--- src/rtl/pub_seg_pkg.sv ---
package pub_seg_pkg;

  typedef enum logic [2:0] {
    OP_NONE   = 3'd0,
    OP_ENC    = 3'd1,
    OP_DEC    = 3'd2,
    OP_LDKEY  = 3'd3,
    OP_ACTKEY = 3'd4,
    OP_RSVD   = 3'd5
  } opKind_e;

  typedef enum logic [1:0] {
    ST_INSTR,
    ST_HDR,
    ST_DESC,
    ST_DATA
  } parseSt_e;

  // strobes from control to datapath
  typedef struct packed {
    logic shiftEn;  // an instruction/header word was accepted
    logic loadHdr;  // the header is complete, capture its fields
    logic consume;  // a payload beat moved downstream
  } dpCtrl_t;

  function automatic opKind_e decodeOp(input logic [3:0] code);
    case (code)
      4'b0010: return OP_ENC;
      4'b0011: return OP_DEC;
      4'b0100: return OP_LDKEY;
      4'b0111: return OP_ACTKEY;
      default: return OP_RSVD;
    endcase
  endfunction

endpackage

--- src/rtl/pub_seg_ctrl.sv ---
module pub_seg_ctrl
  import pub_seg_pkg::*;
#(
  parameter int W = 32
) (
  input  logic        clk,
  input  logic        rstN,
  input  logic        inValid,
  input  logic        outReady,
  input  logic [3:0]  opNibble,
  input  logic        lenZero,
  input  logic        lastBeat,
  input  logic        hdrEoi,
  output dpCtrl_t     ctrl,
  output logic        inReady,
  output logic        outValid,
  output logic        outHdr,
  output logic        outLast,
  output logic [2:0]  opCode,
  output logic        opStrobe
);

  localparam int HW = (32 + W - 1) / W;
  localparam int CW = (HW > 1) ? $clog2(HW) : 1;

  parseSt_e       st;
  logic [CW-1:0]  wordCnt;
  opKind_e        opReg;
  opKind_e        opNext;
  logic           lastWord;
  logic           acceptIn;
  logic           collecting;

  assign lastWord   = (wordCnt == CW'(HW - 1));
  assign collecting = (st == ST_INSTR) || (st == ST_HDR);
  assign acceptIn   = inValid && inReady;
  assign opNext     = decodeOp(opNibble);
  assign opCode     = opReg;

  always_comb begin
    inReady      = collecting || ((st == ST_DATA) && outReady);
    outValid     = (st == ST_DESC) || ((st == ST_DATA) && inValid);
    outHdr       = (st == ST_DESC);
    outLast      = (st == ST_DATA) && lastBeat;
    ctrl.shiftEn = acceptIn && collecting;
    ctrl.loadHdr = acceptIn && (st == ST_HDR) && lastWord;
    ctrl.consume = (st == ST_DATA) && inValid && outReady;
  end

  always_ff @(posedge clk or negedge rstN) begin
    if (!rstN) begin
      st       <= ST_INSTR;
      wordCnt  <= '0;
      opReg    <= OP_NONE;
      opStrobe <= 1'b0;
    end else begin
      opStrobe <= 1'b0;
      if (ctrl.shiftEn) wordCnt <= lastWord ? '0 : wordCnt + 1'b1;
      case (st)
        ST_INSTR: if (acceptIn && lastWord) begin
          opReg    <= opNext;
          opStrobe <= 1'b1;
          if (opNext == OP_ENC || opNext == OP_DEC) st <= ST_HDR;
        end
        ST_HDR:  if (acceptIn && lastWord) st <= ST_DESC;
        ST_DESC: if (outReady) st <= !lenZero ? ST_DATA : (hdrEoi ? ST_INSTR : ST_HDR);
        ST_DATA: if (ctrl.consume && lastBeat) st <= hdrEoi ? ST_INSTR : ST_HDR;
        default: st <= ST_INSTR;
      endcase
    end
  end

endmodule

--- src/rtl/pub_seg_dp.sv ---
module pub_seg_dp
  import pub_seg_pkg::*;
#(
  parameter int W = 32
) (
  input  logic           clk,
  input  logic           rstN,
  input  dpCtrl_t        ctrl,
  input  logic [W-1:0]   inData,
  output logic [3:0]     opNibble,
  output logic [3:0]     hdrType,
  output logic           hdrEoi,
  output logic           hdrEot,
  output logic [15:0]    hdrLen,
  output logic           lenZero,
  output logic           lastBeat,
  output logic [W/8-1:0] mask,
  output logic [W-1:0]   dataMasked
);

  localparam int          BPW   = W / 8;
  localparam logic [15:0] BPW16 = 16'(BPW);

  logic [31:0] wordFull;
  logic [15:0] remBytes;
  logic        unusedRsvd;

  generate
    if (W == 32) begin : g_wide
      assign wordFull = inData;
    end else begin : g_narrow
      logic [31-W:0] shReg;
      assign wordFull = {shReg, inData};
      always_ff @(posedge clk or negedge rstN) begin
        if (!rstN)             shReg <= '0;
        else if (ctrl.shiftEn) shReg <= wordFull[31-W:0];
      end
    end
  endgenerate

  assign opNibble   = wordFull[31:28];
  assign unusedRsvd = ^wordFull[25:16];

  always_ff @(posedge clk or negedge rstN) begin
    if (!rstN) begin
      hdrType  <= '0;
      hdrEoi   <= 1'b0;
      hdrEot   <= 1'b0;
      hdrLen   <= '0;
      remBytes <= '0;
    end else if (ctrl.loadHdr) begin
      hdrType  <= wordFull[31:28];
      hdrEoi   <= wordFull[27];
      hdrEot   <= wordFull[26];
      hdrLen   <= wordFull[15:0];
      remBytes <= wordFull[15:0];
    end else if (ctrl.consume) begin
      remBytes <= lastBeat ? 16'd0 : remBytes - BPW16;
    end
  end

  assign lenZero  = (remBytes == 16'd0);
  assign lastBeat = (remBytes <= BPW16);

  // lane k counts from the most significant byte
  generate
    for (genvar k = 0; k < BPW; k++) begin : g_lane
      assign mask[BPW-1-k] = !lastBeat || (remBytes > 16'(k));
      assign dataMasked[W-1-8*k -: 8] = mask[BPW-1-k] ? inData[W-1-8*k -: 8] : 8'h00;
    end
  endgenerate

endmodule

--- src/rtl/pub_seg_parser.sv ---
module pub_seg_parser
  import pub_seg_pkg::*;
#(
  parameter int W = 32
) (
  input  logic           clk,
  input  logic           rstN,
  input  logic [W-1:0]   inData,
  input  logic           inValid,
  output logic           inReady,
  output logic [W-1:0]   outData,
  output logic [W/8-1:0] outMask,
  output logic           outValid,
  input  logic           outReady,
  output logic           outHdr,
  output logic [3:0]     outType,
  output logic           outEot,
  output logic           outEoi,
  output logic [15:0]    outLen,
  output logic           outLast,
  output logic [2:0]     opCode,
  output logic           opStrobe
);

  dpCtrl_t    ctrl;
  logic [3:0] opNibble;
  logic       lenZero;
  logic       lastBeat;

  pub_seg_ctrl #(.W(W)) u_ctrl (
    .clk      (clk),
    .rstN     (rstN),
    .inValid  (inValid),
    .outReady (outReady),
    .opNibble (opNibble),
    .lenZero  (lenZero),
    .lastBeat (lastBeat),
    .hdrEoi   (outEoi),
    .ctrl     (ctrl),
    .inReady  (inReady),
    .outValid (outValid),
    .outHdr   (outHdr),
    .outLast  (outLast),
    .opCode   (opCode),
    .opStrobe (opStrobe)
  );

  pub_seg_dp #(.W(W)) u_dp (
    .clk        (clk),
    .rstN       (rstN),
    .ctrl       (ctrl),
    .inData     (inData),
    .opNibble   (opNibble),
    .hdrType    (outType),
    .hdrEoi     (outEoi),
    .hdrEot     (outEot),
    .hdrLen     (outLen),
    .lenZero    (lenZero),
    .lastBeat   (lastBeat),
    .mask       (outMask),
    .dataMasked (outData)
  );

endmodule

--- config.mk ---
export PLATFORM = sky130hd
export DESIGN_NAME = pub_seg_parser
export DESIGN_NICKNAME = d
export VERILOG_FILES = /design/src/rtl/pub_seg_pkg.sv /design/src/rtl/pub_seg_ctrl.sv /design/src/rtl/pub_seg_dp.sv /design/src/rtl/pub_seg_parser.sv
export SDC_FILE = /design/constraint.sdc
export NUM_CORES = 1
export LEC_CHECK = 0
export BUFFER_PORTS_ARGS = -buffer_cell sky130_fd_sc_hd__buf_2
export CORE_MARGIN = 2
export CORE_UTILIZATION = 45
export CTS_CLUSTER_DIAMETER = 40
export CTS_CLUSTER_SIZE = 10
export DETAILED_ROUTE_END_ITERATION = 7
export MAX_ROUTING_LAYER = met4
export PLACE_DENSITY = 0.76
export SLEW_MARGIN = 20
export SYNTH_ARGS = -nofsm -noshare
export SYNTH_HDL_FRONTEND = slang
export SYNTH_SLANG_ARGS = --single-unit
--- constraint.sdc ---
create_clock -name clk -period 4.6 [get_ports clk]
set_input_delay 0.69 -clock clk [delete_from_list [all_inputs] [get_ports clk]]
set_output_delay 0.69 -clock clk [all_outputs]
set_load 0.03 [all_outputs]
After elaboration in Yosys (flattened, before gate mapping)
Cells that the tools add are included.
Storage, ports and cells
  latch bits: 0
  RAM bits: 0
  bits in read-only memories: 0
  memories: 0
  bits in registers: 45
  output and inout port bits: 66
  input bits: 36
Cells by class
  shift operators: 0
  reduce and logical (&&, ||, !) cells: 24
  order comparisons: 5
  add/sub/neg operators: 2
  equality and inequality tests: 14
  div/mod/pow operators: 0
  bitwise gates (word level): 1
  multiply operators: 0
  mux-type cells: 19
Operators with widths (count)
  two-way mux 16 bit: 3
  > comparator 16 x 1 -> 1 bit (second input constant): 2
  > comparator 16 x 2 -> 1 bit (second input constant): 2
  two-way mux 8 bit: 4
  <= comparator 16 x 3 -> 1 bit (second input constant): 1
  zero test 16 bit: 1
  subtractor 16 x 3 -> 16 bit (second input constant): 1
  two-way mux 2 bit: 6
  case mux 3 bit (4 select lines): 1
  logical AND 1 bit: 10
  != test 2 bit (second input constant): 5
  == test 4 x 2 -> 1 bit (second input constant): 2
  == test 4 x 3 -> 1 bit (second input constant): 2
  logical OR 1 bit: 8
  case mux 2 bit (4 select lines): 1
  AND reduction 5 bit: 1
  == test 2 bit (second input constant): 2
  two-way mux 1 bit: 4
  == test 3 x 1 -> 1 bit (second input constant): 1
  == test 3 x 2 -> 1 bit (second input constant): 1
  == test 2 x 1 -> 1 bit (second input constant): 1
  zero test 2 bit: 1
  AND reduction 2 bit: 1
  nonzero test 2 bit: 1
  other kinds (3): 3

Longest topological paths before layout
Gate-level depths: netlist of the first run.
  depth after elaboration: 7
  gate-level depth with buffers: 8
  mapped depth without buffers: 6

Modules after synthesis
From an unflattened synthesis of the first run, not the netlist that was laid out.
Unflattened totals
  cells, all modules: 266
  area, all modules: 2502.4 µm²
Modules (own cells, without submodules)
  pub_seg_dp: sequential area each 950.9 µm², area an instance 2092.0 µm², cells an instance 222, times used 1
  pub_seg_ctrl: sequential area each 150.1 µm², area an instance 410.4 µm², cells an instance 44, times used 1

Worst setup path after synthesis of the first run
No wires, ideal clock.
  path type: reg2out
  from: register u_dp.remBytes[7]
  to: output port outData[16]
  path slack: 1.713 ns
  arrival: 2.197 ns
  stages on the path, launching flop included: 6
  path through: dfrtp_1 buf_6 nor4_2 nand4_1 a21o_1 and2_1
Between the ends
  word-level cells in the longest chain between the ends: 4
  elaborated cells between the ends (all ways): 5
Ends and longest elaborated chain
  start, declared: RTL line pub_seg_dp.sv:25  | logic [15:0] remBytes;
  start signal, assigned: RTL line pub_seg_dp.sv:56  | remBytes <= wordFull[15:0];
  start signal, assigned: RTL line pub_seg_dp.sv:58  | remBytes <= lastBeat ? 16'd0 : remBytes - BPW16;
  <= comparator 16 x 3 -> 1 bit: RTL line pub_seg_dp.sv:63  | assign lastBeat = (remBytes <= BPW16);
  zero test 1 bit: RTL line pub_seg_dp.sv:68  | assign mask[BPW-1-k] = !lastBeat || (remBytes > 16'(k));
  logical OR 1 bit (*): RTL line pub_seg_dp.sv:68
  via outMask[2]: RTL line pub_seg_parser.sv:12  | output logic [W/8-1:0] outMask,
  two-way mux 8 bit (*): RTL line pub_seg_dp.sv:69  | assign dataMasked[W-1-8*k -: 8] = mask[BPW-1-k] ? inData[W-1-8*k -: 8] : 8'h00;
  end, declared: RTL line pub_seg_parser.sv:11  | output logic [W-1:0] outData,
The timed path passes the listed nets; every way through them passes the cells marked *.

Final worst setup path of the first run
  from: register u_dp.remBytes[11]
  to: output port outData[28]
Between the ends
  word-level cells in the longest chain between the ends: 4
  elaborated cells between the ends (all ways): 5
Ends and longest elaborated chain (RTL line)
  <= comparator 16 x 3 -> 1 bit: pub_seg_dp.sv:63
  zero test 1 bit: pub_seg_dp.sv:68
  logical OR 1 bit (*): pub_seg_dp.sv:68
  two-way mux 8 bit (*): pub_seg_dp.sv:69
Mark *: on every way between the ends. The rest lies on a longest branch, timed or not.

==> flow_summary.yaml, run 1 <==
placement:
  dp_worst_setup_slack_ns: 1.65
  dp_cells: 447
  dpl_cell_area_um2: 3010
  gp_congestion: 0.871
  hpwl_mm: 4.70
  portBuffers: 101
detailed_routing:
  firstDrtPassIters: 4
  wl_mm: 6.28
  drt_iter0_markers: 157
  avgViaCountPerCell: 5.39
  wl_per_cell_um: 13.8
  dr_total_vias: 2447
  drc_errors: 0
  ant_nets: 0
synthesis:
  synth.distinct_cells: 48
  synth_top_area_cell: "dfrtp_1"
  ys_seq_area_share_pct: 44.5
  synth_area_leaders: "dfrtp_1, nand2_1, and2_1"
  syn_inst: 289
  synthArstFlopShare_pct: 100
  synth_top_area_share_pct: 44.5
  synth_edf_count: 0
  synth_fp_nets: 327
  synth_seq_cells: 44
  netlist_area_um2: 2470
  yosys_warnings: 0
  postSynthAreaPerCell_um2: 8.56
  synth_top_flop_cell: "dfrtp_1"
clocking:
  cts_setup_buffers: 0
  cts_sinks: 44
  cts_tree: "yes"
  clk_path_buf_depth: 2
  cts.reportedPaths.clkPinSlew_ns: 0.09
  holdBufCountCts: 0
  cts-buffers-inserted: 5
  clk-insertion-delay-late_ns: 0.30
  cts-root-buf: "clkbuf_8"
  cts_resized: 0
  h-tree-depth: 2
floorplan:
  design.core.area_um2: 5410
  rows: 27
  start_util_pct: 45.8
  die_area_um2: 6110
  pin_count: 102
  die_w_um: 78.2
  die_h_um: 78.2
setup_path:
  cp.arrival_ns: 2.59
  cp-end-kind: "output pin"
  critPathKind: "flip-flop to output pin"
  crit_family: "simple AND/OR/NAND/NOR gates"
  critPathMaxFanout: 13
  start_kind: "flip-flop"
  path_buf_inv: 1
  worst-endpoint-required_ns: 3.91
  crit_chain: "nor4_2 > o2111a_1 > nand3_1 > and2_1 > buf_2"
  cp_slowest_cell: "o2111a_1"
  cpPeakStageDelay_ns: 0.55
global_routing:
  grt_antenna_before_repair: 0
  overflow: 0
  grt_pass1_vias: 2282
  grt_util_all_layers_pct: 21.5
  grt_max_degree: 45
  grt_pass1_wl_mm: 10.3
sta:
  setup_viol: 0
  hold_viol: 0
  finalCriticalPeriod_ns: 3.28
  max_slew_margin_pct: 37.1
  skew_ns: 0.00970
  finalWorstSetupSlack_ns: 1.32
  period_share_pct: 71.4
  fmax_mhz: 304
  worst_pin_slew_ns: 0.944
  finalMaxSlewViolations: 0
  rsz0062_at_grt: "false"
  setup_tns_ns: 0
cells_and_area:
  fin_util_pct: 57.2
  finalInstanceArea_um2: 3090
  nets: 420
  instances_no_fill: 454
  layout_commonest_cell: "buf_2"
  synthToLayoutAreaGrowth_pct: 25.0
  n_antenna_cell: 0
  mostFrequentLayoutCells: "buf_2, nand2_1, dfrtp_1"
  drive_gt1_share_pct: 30.6
pwr:
  switching_power_uw: 541
  pwr-share-seq_pct: 44.1
  pwr-share-comb_pct: 38.1
  swShare_pct: 41.9
  power.leakage_nw: 1.57
  ir_drop_v: 0.000268
  p_int_uw: 750
  p_per_area_nw_per_um2: 417
  clock_power_share_pct: 17.8
run:
  cap_violations: 0
status:
  status: "completed"
worst_hold_path:
  hp-class: "flip-flop to flip-flop"
==> per-layer routing <==
layer	vias to the layer above	part of all wire (%)	global-route usage [%]
met3	7	6.8	4.25
met1	1146	45	28.3
met5	-	0	-
li1	1198	-	-
met4	0	0.70	2.98
met2	96	47	35.9
==> power groups by stage <==
| stage | Clock (mW) | Sequential (mW) | Combinational, mW |
|---|---|---|---|
| 2_1_floorplan | 0 | 0.717 | 0.190 |
| 3_3_place_gp | 0 | 0.570 | 0.487 |
| 3_5_place_dp | 0 | 0.574 | 0.496 |
| 4_1_cts | 0.236 | 0.568 | 0.496 |
| 5_1_grt | 0.252 | 0.585 | 0.533 |
| 6_report | 0.230 | 0.569 | 0.491 |
==> layout make-up <==
| cell class | instances | area, um^2 |
|---|---|---|
| multi-input combinational | 223 | 1280 |
| fill | 520 | 2310 |
| clock buffer | 5 | 68.8 |
| clock inverter | 2 | 12.5 |
| tap | 72 | 90.1 |
| sequential | 44 | 1100 |
| inverter | 5 | 18.8 |
| timing repair buffer | 103 | 520 |
==> logic make-up (layout without fill, tap and decap cells) <==
| group | after synthesis | count (layout) | share of synthesized area (%) |
|---|---|---|---|
| xor+xnor | 1 | 1 | 0.354 |
| flops | 44 | 44 | 44.5 |
| simple gates | 174 | 174 | 36.4 |
| fa+ha+maj | 2 | 2 | 1.01 |
| mux | 1 | 1 | 0.455 |
| buf+inv | 22 | 115 | 3.74 |
| compound gates | 45 | 45 | 13.6 |
==> registers in the layout (all words and copies together), names as in the netlist <==
signal,cells
u_ctrl.opStrobe,1
u_ctrl.opCode,3
u_dp.hdrLen,16
u_dp.hdrType,4
u_ctrl.st,2
u_dp.remBytes,16
u_dp.hdrEoi,1
u_dp.hdrEot,1
==> tightest hold or removal path, stage by stage (launching register included) <==
cell and delay [ns]:
dfrtp_1 0.34, nand2_1 0.05, nand2_1 0.05
==> cell usage after synthesis (all sizes together) (2+ instances only) <==
| cell type | instances |
|---|---|
| a22o | 2 |
| a221o | 5 |
| a21o | 6 |
| and2 | 38 |
| or4 | 7 |
| o211ai | 2 |
| a21oi | 6 |
| o2111ai | 2 |
| nand3 | 10 |
| nand3b | 2 |
| nor4 | 6 |
| o31ai | 2 |
| ha | 2 |
| and3 | 2 |
| o21ai | 7 |
| nor3 | 5 |
| a22oi | 3 |
| nand4 | 6 |
| o311ai | 2 |
| inv | 5 |
| nand2 | 75 |
| nand2b | 3 |
| or3 | 2 |
| clkbuf | 13 |
| buf | 4 |
| nor2 | 12 |
| dfrtp | 44 |
==> stage by stage <==
step | total power [mW] | hold WS [ns]
after floorplan | 0.907 | 0.394
after global placement | 1.06 | 0.455
after detailed placement | 1.07 | 0.457
after CTS | 1.30 | 0.476
after global routing | 1.37 | 0.505
final | 1.29 | 0.471
==> worst paths after layout <==
path | end | cells past startpoint | startpoint | slack [ns]
setup / recovery | outData[28] | 5 | u_dp.remBytes[11] | 1.32
hold / removal | u_dp.hdrLen[14] | 2 | u_dp.hdrLen[14] | 0.47
setup reg to reg | u_dp.remBytes[12] | 6 | u_dp.remBytes[2] | 2.30
hold reg to reg | u_dp.hdrLen[14] | 2 | u_dp.hdrLen[14] | 0.47
max in group asynchronous | u_dp.hdrLen[8] | 1 | rstN | 3.47
min in group asynchronous | u_dp.hdrLen[7] | 1 | rstN | 0.53
(Power assumes the default switching activity.)
==> run 2: changes to the inputs <==
Settings changed: ABC_AREA set to 1, PLACE_DENSITY 0.76 to 0.77.
Clock period 4.6 ns to 2.7 ns, I/O delays scaled along.
==> run 2 against run 1 <==
Clock power is 94% higher. Clock skew shrank 0.0040 ns. Sequential share of layout area is 2.7 points lower. Sequential cell count unchanged. Critical path type unchanged. Critical endpoint unchanged. Largest cell class unchanged.
==> flow_summary.yaml, run 2 <==
synthesis:
  synth_seq_cells: 44
  synth_top_family_by_area: "simple AND/OR/NAND/NOR gates"
  synth_top_flop_cell: "dfrtp_1"
  synth_top_area_cell: "dfrtp_1"
  syn_inst: 379
  netlist_area_um2: 2670
  synth_compound_area_share_pct: 8.05
  synth_xor_area_share_pct: 2.29
  synthMuxAreaShare_pct: 0
  synth_top_area_share_pct: 41.2
  postSynthAreaPerCell_um2: 7.05
  yosys_warnings: 0
  synth.distinct_cells: 32
  synth_commonest_cells: "nand2_1, inv_1, nor2_1, dfrtp_1, nand3_1"
  synth_most_common_cell: "nand2_1"
  synth_area_leaders: "dfrtp_1, nand2_1, inv_1"
  synth_fp_nets: 417
  synth-simple-area-share_pct: 37.2
  ys_seq_area_share_pct: 41.2
  synth_fa_ha_area_share_pct: 0.936
  synth_edf_count: 0
  synthArstFlopShare_pct: 100
sta:
  skew_ns: 0.00570
  period_share_pct: 95.7
  rsz0062_at_grt: "false"
  max_slew_margin_pct: 62.9
  worst_pin_slew_ns: 0.556
  hold_viol: 0
  setup_tns_ns: 0
  finalCriticalPeriod_ns: 2.58
  fmax_mhz: 387
  setup_viol: 0
  finalMaxSlewViolations: 0
global_routing:
  overflow: 0
  grt_pass1_vias: 2400
  grt_antenna_before_repair: 0
  grt_pass1_wl_mm: 10.9
  grt_util_all_layers_pct: 22.3
  grt_max_degree: 45
detailed_routing:
  drt_iter0_markers: 209
  wl_per_cell_um: 12.4
  ant_nets: 0
  wl_mm: 6.93
  drc_errors: 0
  avgViaCountPerCell: 4.92
  dr_total_vias: 2746
  firstDrtPassIters: 5
floorplan:
  die_area_um2: 6570
  pin_count: 102
  start_util_pct: 46.0
  rows: 28
  die_w_um: 81.1
  die_h_um: 81.1
  design.core.area_um2: 5820
setup_path:
  worst-endpoint-required_ns: 2.30
  critPathMaxFanout: 8
  start_kind: "flip-flop"
  crit_chain: "inv_1 > ha_1 > inv_1 > nor2_4 > nand2_2 > nand2_4 > inv_2 > nor2_4 > nor2_1 > buf_2"
  cp_slowest_cell: "dfrtp_1"
  cp-end-kind: "output pin"
  cp.arrival_ns: 2.18
  critPathKind: "flip-flop to output pin"
  cpPeakStageDelay_ns: 0.41
clocking:
  cts_sinks: 44
  holdBufCountCts: 0
  cts_tree: "yes"
  clk_path_buf_depth: 2
  clk-insertion-delay-late_ns: 0.30
  cts-buffers-inserted: 5
  cts_resized: 0
  cts.reportedPaths.clkPinSlew_ns: 0.09
  h-tree-depth: 2
  cts-root-buf: "clkbuf_8"
pwr:
  ir_drop_v: 0.000556
  total_power_mw: 3.56
  power.leakage_nw: 1.94
  p_per_area_nw_per_um2: 1060
cells_and_area:
  layout_commonest_cell: "nand2_1"
  n_antenna_cell: 0
  nets: 520
  largestRegisters: "u_dp.hdrLen: 16 flops, u_dp.remBytes: 16 flops, u_dp.hdrType: 4 flops"
  fillers: 565
  fin_util_pct: 57.5
  drive_gt1_share_pct: 29.4
  synthToLayoutAreaGrowth_pct: 25.0
  mostFrequentLayoutCells: "nand2_1, buf_2, inv_1"
run:
  cap_violations: 0
placement:
  portBuffers: 101
  hpwl_mm: 5.31
  gp_congestion: 0.942
worst_hold_path:
  hp-class: "input port to asynchronous set/reset pin"
status:
  status: "completed"
## run 2: cell types whose count changed after synthesis, sizes merged, moves of 6 or more
cell	before	now
clkbuf	13	1
nor4	6	0
a21o	6	0
o21ai	7	19
inv	5	63
nand2	75	122
nand3	10	28
and2	38	0
or4	7	0
nor2	12	59
## run 2: through the flow
stage / setup WS, ns / hold slack [ns] / instances / cell area [um^2]
3_5_place_dp: 0.425 / 0.464 / 550 / 3250
6_report: 0.115 / 0.0820 / 558 / 3340
2_1_floorplan: 0.409 / 0.109 / 379 / 2670
5_1_grt: 0.00147 / 0.125 / 558 / 3340
4_1_cts: 0.0758 / 0.288 / 558 / 3340
3_3_place_gp: 0.518 / 0.459 / 550 / 3250
## run 2: kinds of logic (layout without fill, tap and decap cells)
kind of cell,after synthesis,after routing
AOI/OAI and AO/OA,38,38
buffers and inverters,70,174
adders and majority gates,2,2
xor gates and xnor gates,7,7
DFF,44,44
and+or+nand+nor,218,218
## run 2: repair_timing
item / CTS / global route
setup endpoints to repair: 0 / 8
buffers inserted: 0 / 0
hold endpoints to repair: 0 / 0
## run 2: layer usage
metal / vias to the layer above / track usage, % / share of wire (%)
li1: 1377 / - / -
met1: 1232 / 30.9 / 44
met2: 120 / 33.5 / 46
met3: 17 / 3.56 / 7.4
met4: 0 / 7.46 / 2.2
met5: - / - / 0
## run 2: final cells by class
class | instances | area, um^2 | share of cell area [%]
clock buffers | 5 | 68.8 | 2.06
clock inverters | 3 | 25.0 | 0.749
flip-flops and latches | 44 | 1100 | 32.9
inverters | 64 | 240 | 7.19
well taps | 75 | 93.8 | 2.81
repair buffers | 102 | 515 | 15.4
multi-input cells | 265 | 1300 | 38.8
## run 2: power breakdown
part / total, mW / switching [mW] / internal (mW)
logic: 1.87 / 1.28 / 0.586
registers: 1.24 / 0.279 / 0.965
clock network: 0.446 / 0.257 / 0.189
## run 2: path summary, 6_finish.rpt
kind | start | end | slack, ns | cells after the start
hold reg to reg | u_dp.hdrLen[11] | u_dp.hdrLen[11] | 0.48 | 2
setup / recovery | u_dp.remBytes[2] | outData[28] | 0.12 | 10
setup reg to reg | u_dp.remBytes[2] | u_ctrl.st[0] | 0.91 | 11
min in group clk | inData[28] | u_ctrl.opCode[0] | 0.32 | 2
max in group asynchronous | rstN | u_ctrl.opCode[1] | 2.24 | 1
hold / removal | rstN | u_dp.hdrLen[11] | 0.08 | 1
## run 2: worst max-delay path, delay by kind of cell, from the launching register on
family / cells / cell delay, ns
adders and majority gates: 1 / 0.29
DFF: 1 / 0.41
and+or+nand+nor: 5 / 0.64
buffers and inverters: 4 / 0.53
==> run 3: changes to the inputs <==
--- a/config.mk
+++ b/config.mk
@@ -8,3 +8,3 @@
 export ABC_AREA = 1
-export BUFFER_PORTS_ARGS = -buffer_cell sky130_fd_sc_hd__buf_2
+export BUFFER_PORTS_ARGS = -buffer_cell sky130_fd_sc_hd__buf_4
 export CORE_MARGIN = 2
==> constraint.sdc (replaced) <==
create_clock -name clk -period 2.2 [get_ports clk]
set_input_delay 0.33 -clock clk [delete_from_list [all_inputs] [get_ports clk]]
set_output_delay 0.33 -clock clk [all_outputs]
set_load 0.02 [all_outputs]
==> run 3 against run 2 <==
The run now ends with setup timing left. Die area stayed put. Non-clock buffer count increased by 13. Worst hold slack worse by 0.076 ns. First-iteration DRC count fell by 32%. Setup slack got worse by 0.13 ns. Sequential share of layout area shrank 4.2 points. Via count grew 2.5%. Sequential cell count is the same. Critical path depth is 1 higher. Core utilization up 9.1 points. Register-to-register slack lost 0.52 ns. Combinational power rose by 39%. Critical path type unchanged. Critical endpoint is now outData[24].
==> flow_summary.yaml, run 3 (same netlist as run 2, synthesis figures left out) <==
global_routing:
  grt_pass1_wl_mm: 11.4
  overflow: 0
  grt_pass1_vias: 2437
  grt_antenna_before_repair: 0
  grt_util_all_layers_pct: 23.2
  grt_max_degree: 45
floorplan:
  die_area_um2: 6570
  pin_count: 102
  design.core.area_um2: 5820
  die_w_um: 81.1
  rows: 28
  start_util_pct: 46.0
  die_h_um: 81.1
setup_path:
  path_buf_inv: 4
  reg2reg_depth: 12
  crit_cells: 11
  cp.arrival_ns: 1.89
  critPathKind: "flip-flop to output pin"
  r2r-start: "u_dp.remBytes[2]"
  r2r_setup_slack_ns: 0.39
  cpPeakStageDelay_ns: 0.38
  crit_family: "simple AND/OR/NAND/NOR gates"
  r2r-end: "u_dp.remBytes[2]"
  cp_slowest_cell: "dfrtp_1"
  crit_chain: "inv_2 > buf_6 > nor2_4 > nand2_1 > nor2_1 > nand2_1 > nand2_4 > inv_2 > nor2_4 > nor2_1 > buf_4"
  worst-endpoint-required_ns: 1.87
  critPathMaxFanout: 8
  start_kind: "flip-flop"
  cp-startpoint: "u_dp.remBytes[2]"
  cp-end-kind: "output pin"
worst_hold_path:
  hp-class: "input port to asynchronous set/reset pin"
sta:
  holdWs_ns: 0.00559
  setup_viol: 5
  hold_viol: 0
  fmax_mhz: 451
  period_share_pct: 101
  rsz0062_at_grt: "true"
  max_slew_margin_pct: 63.0
  finalWorstSetupSlack_ns: -0.0176
  finalCriticalPeriod_ns: 2.22
  finalMaxSlewViolations: 0
  worst_pin_slew_ns: 0.555
  skew_ns: 0.00401
status:
  status: "finished with violations"
  violations: "setup timing"
placement:
  dpl_cell_area_um2: 3510
  dp_worst_setup_slack_ns: 0.223
  portBuffers: 101
  gp_congestion: 0.922
  hpwl_mm: 5.62
detailed_routing:
  firstDrtPassIters: 4
  ant_nets: 0
  wl_mm: 7.84
  wl_per_cell_um: 13.7
  dr_total_vias: 2814
  avgViaCountPerCell: 4.93
  drt_iter0_markers: 143
  drc_errors: 0
pwr:
  power.leakage_nw: 2.09
  p_per_area_nw_per_um2: 1230
  ir_drop_v: 0.000641
cells_and_area:
  multi_input_area_um2: 1450
  layout_commonest_cell: "buf_4"
  drive_gt1_share_pct: 38.3
  n_antenna_cell: 0
  finalInstanceArea_um2: 3870
  mostFrequentLayoutCells: "buf_4, nand2_1, inv_1"
  largestRegisters: "u_dp.hdrLen: 16 flops, u_dp.remBytes: 16 flops, u_dp.hdrType: 4 flops"
  synthToLayoutAreaGrowth_pct: 44.9
  final-seq-area_um2: 1110
  nets: 533
  fillers: 486
clocking:
  cts-root-buf: "clkbuf_8"
  cts.reportedPaths.clkPinSlew_ns: 0.08
  clk_path_buf_depth: 2
  cts_tree: "yes"
  clk-insertion-delay-late_ns: 0.30
  h-tree-depth: 2
  cts-buffers-inserted: 5
  holdBufCountCts: 0
  cts_sinks: 44
run:
  cap_violations: 0
-- run 3: cell count changes in the layout (fill, tap and decap cells not counted), sizes merged --
cell | previous run | this run
clkinv | 1 | 2
clkbuf | 5 | 6
inv | 65 | 63
buf | 102 | 115
-- run 3: worst max path at each step --
| stage | endpoint |
|---|---|
| 3_5_place_dp | outData[24] |
| 3_3_place_gp | outData[15] |
| 5_1_grt | outData[30] |
| 4_1_cts | outData[24] |
| 6_report | outData[24] |
| 2_1_floorplan | outMask[1] |
-- run 3: worst reg2reg max path, delay by kind of cell, from the launching register on --
family          cells  cell delay [ns]
simple gates        7             0.60
buf+inv             4             0.55
flops               1             0.40
compound gates      1             0.18
-- run 3: cell type report --
cell class	instances	share of cell area (%)
Clock inverter	2	0.420
Sequential cell	44	28.8
Tap cell	75	2.42
Multi-Input combinational cell	265	37.3
Inverter	64	6.33
Timing Repair Buffer	115	22.9
Clock buffer	6	1.87
-- run 3: power by group --
group	total [mW]	switching (mW)	internal [mW]
clock network	0.520	0.294	0.226
logic	2.59	1.51	1.08
registers	1.64	0.435	1.20
total	4.75	2.24	2.51
-- run 3: routing by layer --
| layer | global-route usage (%) | part of all wire, % |
|---|---|---|
| met5 | - | 0 |
| met4 | 4.75 | 1.3 |
| met3 | 4.00 | 6.8 |
| met2 | 36.8 | 49 |
| met1 | 31.6 | 43 |
-- run 3: metrics by stage --
step	setup TNS [ns]	power [mW]	util, %	instances
5_1_grt	-1.89	5.07	66.6	571
2_1_floorplan	0	2.99	-	379
4_1_cts	0	4.34	62.4	562
3_3_place_gp	0	3.75	60.4	552
3_5_place_dp	0	3.81	60.4	552
6_report	-0.0433	4.75	66.6	571
-- run 3: what timing repair did --
item	CTS	global route
gates resized for setup	4	55
endpoints found under the setup margin	16	28
pin swaps	2	21
hold endpoints to repair	0	0
buffers inserted	2	9
